==> src/rtl/txflush_pkg.sv <==
package txflush_pkg;
  typedef enum logic [1:0] {
    ROUTE_NONE  = 2'd0,
    ROUTE_FLUSH = 2'd1,
    ROUTE_WAKE  = 2'd2
  } route_e;

  // Pick where a strobe edge goes, based on the power state.
  function automatic route_e pick_route(input logic edge_seen,
                                        input logic pwr_off,
                                        input logic wake_ok);
    if (!edge_seen)
      return ROUTE_NONE;
    else if (!pwr_off)
      return ROUTE_FLUSH;
    else if (wake_ok)
      return ROUTE_WAKE;
    else
      return ROUTE_NONE;
  endfunction
endpackage

==> src/rtl/txflush_strobe_sync.sv <==
module txflush_strobe_sync #(
  parameter int STAGES = 2
) (
  input  logic clk,
  input  logic rst,
  input  logic strobe_n,
  output logic fall
);
  logic [STAGES-1:0] stage;
  logic              last;

  genvar g;
  generate
    for (g = 0; g < STAGES; g++) begin : g_stage
      if (g == 0) begin : g_first
        always_ff @(posedge clk) begin
          if (rst) stage[0] <= 1'b1;
          else     stage[0] <= strobe_n;
        end
      end else begin : g_next
        always_ff @(posedge clk) begin
          if (rst) stage[g] <= 1'b1;
          else     stage[g] <= stage[g-1];
        end
      end
    end
  endgenerate

  always_ff @(posedge clk) begin
    if (rst) last <= 1'b1;
    else     last <= stage[STAGES-1];
  end

  assign fall = last & ~stage[STAGES-1];
endmodule

==> src/rtl/txflush_timer.sv <==
module txflush_timer #(
  parameter int          FILL_W    = 9,
  parameter int          TMO_W     = 8,
  parameter logic [7:0]  TMO_RESET = 8'd16
) (
  input  logic              clk,
  input  logic              rst,
  input  logic              ms_tick,
  input  logic [FILL_W-1:0] fill_level,
  input  logic [FILL_W-1:0] pkt_size,
  input  logic              restart,
  input  logic              hold,
  input  logic              tmo_load,
  input  logic [TMO_W-1:0]  tmo_value,
  output logic              expire
);
  localparam int CW = TMO_W + 1;

  logic [TMO_W-1:0] tmo;
  logic [TMO_W-1:0] cnt;
  logic             armed;
  logic             at_limit;

  always_ff @(posedge clk) begin
    if (rst)
      tmo <= TMO_W'(TMO_RESET);
    else if (tmo_load && (tmo_value != '0))
      tmo <= tmo_value;
  end

  assign armed    = !hold && (fill_level != '0) && (fill_level < pkt_size);
  assign at_limit = ({1'b0, cnt} + CW'(1)) >= {1'b0, tmo};
  assign expire   = armed && !restart && ms_tick && at_limit;

  always_ff @(posedge clk) begin
    if (rst || restart || !armed)
      cnt <= '0;
    else if (ms_tick)
      cnt <= at_limit ? '0 : cnt + TMO_W'(1);
  end
endmodule

==> src/rtl/txflush_req_hold.sv <==
module txflush_req_hold (
  input  logic clk,
  input  logic rst,
  input  logic set,
  input  logic ack,
  output logic req
);
  always_ff @(posedge clk) begin
    if (rst)      req <= 1'b0;
    else if (set) req <= 1'b1;
    else if (ack) req <= 1'b0;
  end
endmodule

==> src/rtl/txflush_ctrl.sv <==
module txflush_ctrl
  import txflush_pkg::*;
#(
  parameter int          FILL_W      = 9,
  parameter int          TMO_W       = 8,
  parameter logic [7:0]  TMO_RESET   = 8'd16,
  parameter int          SYNC_STAGES = 2
) (
  input  logic              clk,
  input  logic              rst,
  input  logic              ms_tick,
  input  logic [FILL_W-1:0] fill_level,
  input  logic [FILL_W-1:0] pkt_size,
  input  logic              wr_push,
  input  logic              pkt_taken,
  input  logic              tmo_load,
  input  logic [TMO_W-1:0]  tmo_value,
  input  logic              configured,
  input  logic              suspended,
  input  logic              rwake_en,
  input  logic              si_n,
  input  logic              flush_ack,
  input  logic              resume_ack,
  output logic              flush_req,
  output logic              resume_req,
  output logic              pwren_n
);
  logic   strobe_fall;
  logic   expire;
  route_e route;

  always_ff @(posedge clk) begin
    if (rst) pwren_n <= 1'b1;
    else     pwren_n <= !(configured && !suspended);
  end

  txflush_strobe_sync #(.STAGES(SYNC_STAGES)) sync_i (
    .clk(clk), .rst(rst), .strobe_n(si_n), .fall(strobe_fall)
  );

  txflush_timer #(.FILL_W(FILL_W), .TMO_W(TMO_W), .TMO_RESET(TMO_RESET)) timer_i (
    .clk(clk), .rst(rst), .ms_tick(ms_tick),
    .fill_level(fill_level), .pkt_size(pkt_size),
    .restart(wr_push | pkt_taken), .hold(flush_req | pwren_n),
    .tmo_load(tmo_load), .tmo_value(tmo_value), .expire(expire)
  );

  assign route = pick_route(strobe_fall, pwren_n, rwake_en);

  txflush_req_hold flush_hold_i (
    .clk(clk), .rst(rst),
    .set(expire || (route == ROUTE_FLUSH)),
    .ack(flush_ack), .req(flush_req)
  );

  txflush_req_hold wake_hold_i (
    .clk(clk), .rst(rst),
    .set(route == ROUTE_WAKE),
    .ack(resume_ack), .req(resume_req)
  );
endmodule

==> config.mk <==
export PLATFORM = sky130hd
export DESIGN_NAME = txflush_ctrl
export DESIGN_NICKNAME = d
export VERILOG_FILES = /design/src/rtl/txflush_pkg.sv /design/src/rtl/txflush_strobe_sync.sv /design/src/rtl/txflush_timer.sv /design/src/rtl/txflush_req_hold.sv /design/src/rtl/txflush_ctrl.sv
export SDC_FILE = /design/constraint.sdc
export NUM_CORES = 1
export LEC_CHECK = 0
export CAP_MARGIN = 5
export CORE_AREA = 2 2 46 64
export CTS_BUF_LIST = sky130_fd_sc_hd__clkbuf_8 sky130_fd_sc_hd__clkbuf_16
export CTS_CLUSTER_SIZE = 30
export DETAILED_ROUTE_END_ITERATION = 16
export DIE_AREA = 0 0 48 66
export DONT_BUFFER_PORTS = 1
export GPL_TIMING_DRIVEN = 0
export PLACE_DENSITY = 0.68
export SLEW_MARGIN = 40
export SYNTH_ARGS = -nofsm -noshare
export SYNTH_HDL_FRONTEND = slang
export SYNTH_SLANG_ARGS = --single-unit
==> constraint.sdc <==
create_clock -name clk -period 6.9 [get_ports clk]
set_clock_uncertainty 0.15 [all_clocks]
set_input_delay 2.07 -clock clk [delete_from_list [all_inputs] [get_ports clk]]
set_output_delay 2.07 -clock clk [all_outputs]
set_load 0.01 [all_outputs]
After elaboration in Yosys (flattened, before gate mapping):

Cells that the tools add are included.

* flip-flop bits (word level): 22
* output and inout bits: 3
* word-level logic and storage cells: 45

* $add $sub $neg: 2
* $lt $le $gt $ge: 2
* eq/ne operators: 2
* mux-type cells: 8
* bitwise gates (word level): 4
* reductions and logical operators: 19

Operator list (number)
* 8-bit by 1-bit adder with 9-bit output, second input constant: 1
* 9-bit by 8-bit greater-or-equal comparator with 1-bit output: 1
* 9-bit less-than comparator: 1
* 9-bit nonzero test: 1
* 8-bit by 1-bit adder with 8-bit output, second input constant: 1
* 8-bit 2-to-1 mux: 1
* 8-bit nonzero test: 1
* 1-bit logical AND: 7
* 2-bit 2-to-1 mux: 3
* 1-bit zero test: 5
* 1-bit 2-to-1 mux: 4
* 2-bit nonzero test: 2
* 1-bit logical OR: 3
* 2-bit by 1-bit == test with 1-bit output, second input constant: 1
* 2-bit == test, second input constant: 1
* 1-bit OR: 2
* 1-bit bitwise AND: 1
* 1-bit inverter: 1

Logic depth before layout (Yosys ltp):

* word-level depth: 9
* mapped depth: 9
* gate-level depth less buffers: 9

Hierarchy:

A second synthesis with hierarchy kept.

* cell total of the unflattened synthesis: 180
* area, all modules: 1519.0 sq um

Modules (own cells, without submodules)
* txflush_timer: instances 1, cells each 158, area each 1297.5 sq um
* txflush_strobe_sync: instances 1, cells each 7, area each 85.1 sq um
* txflush_req_hold: instances 2, cells each 4, area each 38.8 sq um
* txflush_ctrl: instances 1, cells each 7, area each 58.8 sq um

Worst setup path before layout:

Ideal clock, no wire load.

* kind: input to register
* from: input port pkt_size[2]
* to: register timer_i.cnt[0]
* setup time: 0.147 ns
* arrival: 3.169 ns
* data required time: 6.603 ns
* slack: 3.434 ns
* cell stages on the path: 7
* path buffers: 0
* cells stage by stage: inv_1 -> ha_1 -> nand2_1 -> o21ai_0 -> nand3_1 -> a31oi_1 -> nor4_1

* word-level cells in the longest chain between the ends: 4

Ends and longest elaborated chain
* start: declaration: RTL line txflush_ctrl.sv:13 `input logic [FILL_W-1:0] pkt_size,`
* 9-bit less-than comparator: RTL line txflush_timer.sv:31 `assign armed = !hold && (fill_level != '0) && (fill_level < pkt_size);`
* 1-bit logical AND: RTL line txflush_timer.sv:31
* 1-bit zero test: RTL line txflush_timer.sv:36 `if (rst || restart || !armed)`
* 1-bit logical OR: RTL line txflush_timer.sv:36
* end signal: assignment: RTL line txflush_timer.sv:39 `cnt <= at_limit ? '0 : cnt + TMO_W'(1);`
* end: declaration: RTL line txflush_timer.sv:20 `logic [TMO_W-1:0] cnt;`

No other way between the ends.
A chain may end at the register's enable or synchronous reset.

Final worst setup path:

* from: input port pkt_size[2]
* to: register timer_i.cnt[1]

The elaborated chain is that of the path after synthesis.

==> impl_metrics.yaml <==
cts:
  clk_pin_slew_ps: 80
  clkSinkCount: 22
  cts_buffers: 3
  cts_resized: 0
  h-tree-depth: 1
  postCtsSetupRepairBufs: 0
  cts_hold_buf: 0
  clockRootBuffer: "clkbuf_8"
  cts_tree: "done"
  clk_latency_ps: 270
  clk_path_buf_depth: 2
route:
  post_drt_wl_per_cell_um: 13.1
  firstDrtPassIters: 4
  drt-vias-per-instance: 5.64
  wirelength_um: 2640
  dr_total_vias: 1133
  ant_nets: 0
  drc: 0
  initialDrtViolationCount: 9
die:
  dieArea_um2: 3170
  die_h_um: 66
  io_pins: 41
  start_util: 0.520
  row_count: 22
  core_area_um2: 2620
  die_w_um: 48
place:
  io_buffers: 0
  gp_congestion: 0.776
  place.detailed.hpwl_um: 2100
pwr:
  leakagePower_uw: 0.000639
  power.density_nw_per_um2: 189
  power_uw: 279
  peakVddDrop_uv: 151
  comb_power_share: 0.089
  p_int_uw: 219
  switchingPower_uw: 60.2
  clkPwrFrac: 0.434
  p_sw_frac: 0.216
  seq_power_share: 0.476
logic_synthesis:
  synth_ff_type: "dfxtp_1"
  avgSynthCellArea_um2: 8.44
  syn_nets: 216
  synth_seq_cells: 22
  synth-async-reset-ratio: 0
  synth_warnings: 0
  synth.yosys.seq_area_share: 0.324
  synth.distinct_cells: 37
  synth-edff-count: 0
  synth_area_um2: 1360
  synth_cells: 161
sta:
  finalSetupViolations: 0
  finalHoldViolCount: 0
  slew_violations: 0
  setup-tns-final_ps: 0
  max-slew-margin-rel: 0.470
  tightest_slew_ps: 791
  whs_ps: 271
  period_share: 0.502
  fmax_ghz: 0.289
  rsz0062_at_grt: "false"
  period_needed_ps: 3460
grt:
  antenna_found_initial: 0
  grt_max_degree: 14
  track_usage: 0.192
  grt_pass1_wl_um: 4420
  grt_remaining_overflow: 0
  grt_pass1_vias: 1137
final_layout:
  syn2layout_area_growth_pct: 8.56
  final.fill_count: 236
  diodes: 0
  drive_gt1_frac: 0.0667
  nNetsFinal: 221
run:
  drv_cap: 0
setup_path:
  rr_worst_depth: 9
  path_class: "in2reg"
  required_ps: 6870
  cp-start-kind: "input pin"
  setup.worst_path.end_class: "register"
  cp_max_fo: 9
  critPathArrivalTime_ps: 3430
worst_hold_path:
  min_path_cells: 1
  hold_path_class: "reg2reg"
outcome:
  outcome: "finished, final reports clean"
[stage by stage]
stage | std cells | utilization | setup slack [ps] | cell area, um^2
after floorplan | 161 | - | 3430 | 1360
after global placement | 197 | 0.537 | 3180 | 1400
after detailed placement | 197 | 0.537 | 3150 | 1400
after CTS | 201 | 0.564 | 3420 | 1480
after global routing | 201 | 0.564 | 3250 | 1480
final | 201 | 0.564 | 3440 | 1480
[critical path, stage by stage]
cell and delay, ps:
inv_1 20, ha_1 280, nand2_1 50, o21ai_0 150, nand3_1 90, a31oi_1 620, nor4_1 160
[placed cells by master, fill, tap and decap left out, drive strengths merged, types with 2 or more instances in the layout]
| master | instances |
|---|---|
| nand2 | 25 |
| dfxtp | 22 |
| inv | 17 |
| ha | 17 |
| a21oi | 12 |
| xor2 | 10 |
| nor4 | 10 |
| clkbuf | 6 |
| nand3 | 5 |
| nor2 | 4 |
| and3 | 4 |
| o21ai | 4 |
| xnor2 | 3 |
| or2 | 3 |
| a211oi | 2 |
| or4 | 2 |
[routing by layer]
layer	GRT usage	wire, um	vias up
met5	0	0	-
met4	0.111	81	0
met3	0.0437	121	7
met2	0.332	1440	32
met1	0.197	1000	523
li1	-	-	571
[synthesized netlist by cell type (2+ instances only)]
master,count,share of area
nand2_1,25,0.069
dfxtp_1,22,0.32
ha_1,17,0.16
inv_1,17,0.047
a21oi_1,11,0.041
nor4_1,10,0.046
xor2_1,10,0.064
nand3_1,5,0.018
nor2_1,4,0.011
and3_1,3,0.014
clkbuf_1,3,0.0083
o21ai_0,3,0.011
or2_2,3,0.014
xnor2_1,3,0.019
a211oi_1,2,0.011
or4_1,2,0.011
[power groups by stage]
stage	clock (uW)	sequential, uW	combinational (uW)
2_1_floorplan	0	135	20.4
3_3_place_gp	0	136	24.1
3_5_place_dp	0	136	25.0
4_1_cts	122	133	25.3
5_1_grt	126	133	29.5
6_report	121	133	24.9
[flip-flops by register name, summed over array words and instances (netlist names)]
name and flops:
flush_hold_i.req 1, pwren_n 1, sync_i.last 1, sync_i.stage 2, timer_i.cnt 8, timer_i.tmo 8, wake_hold_i.req 1
[cell type report]
class	instances	area, um^2	area share
multi-input combinational	119	843	0.572
sequential	22	440	0.299
inverter	17	63.8	0.0433
tap	36	45.0	0.0305
clock buffer	3	41.3	0.0280
clock inverter	1	30.0	0.0204
buffer	3	11.3	0.00763
[logic make-up (layout without fill, tap and decap cells)]
kind of cell / count (synthesis) / count (layout) / share of synthesized area
AOI/OAI and AO/OA: 26 / 26 / 0.135
xor gates and xnor gates: 13 / 13 / 0.0838
adders and majority gates: 17 / 17 / 0.157
buffers and inverters: 20 / 24 / 0.0552
DFF: 22 / 22 / 0.324
muxes: 1 / 1 / 0.00737
and+or+nand+nor: 62 / 62 / 0.238
[path summary, 6_finish.rpt]
check	startpoint	end	slack, ps
max	pkt_size[2]	timer_i.cnt[1]	3440
min	sync_i.stage[0]	sync_i.stage[1]	270
max reg2reg	timer_i.cnt[0]	timer_i.cnt[1]	4140
min reg2reg	sync_i.stage[0]	sync_i.stage[1]	270
(Power assumes the default switching activity.)
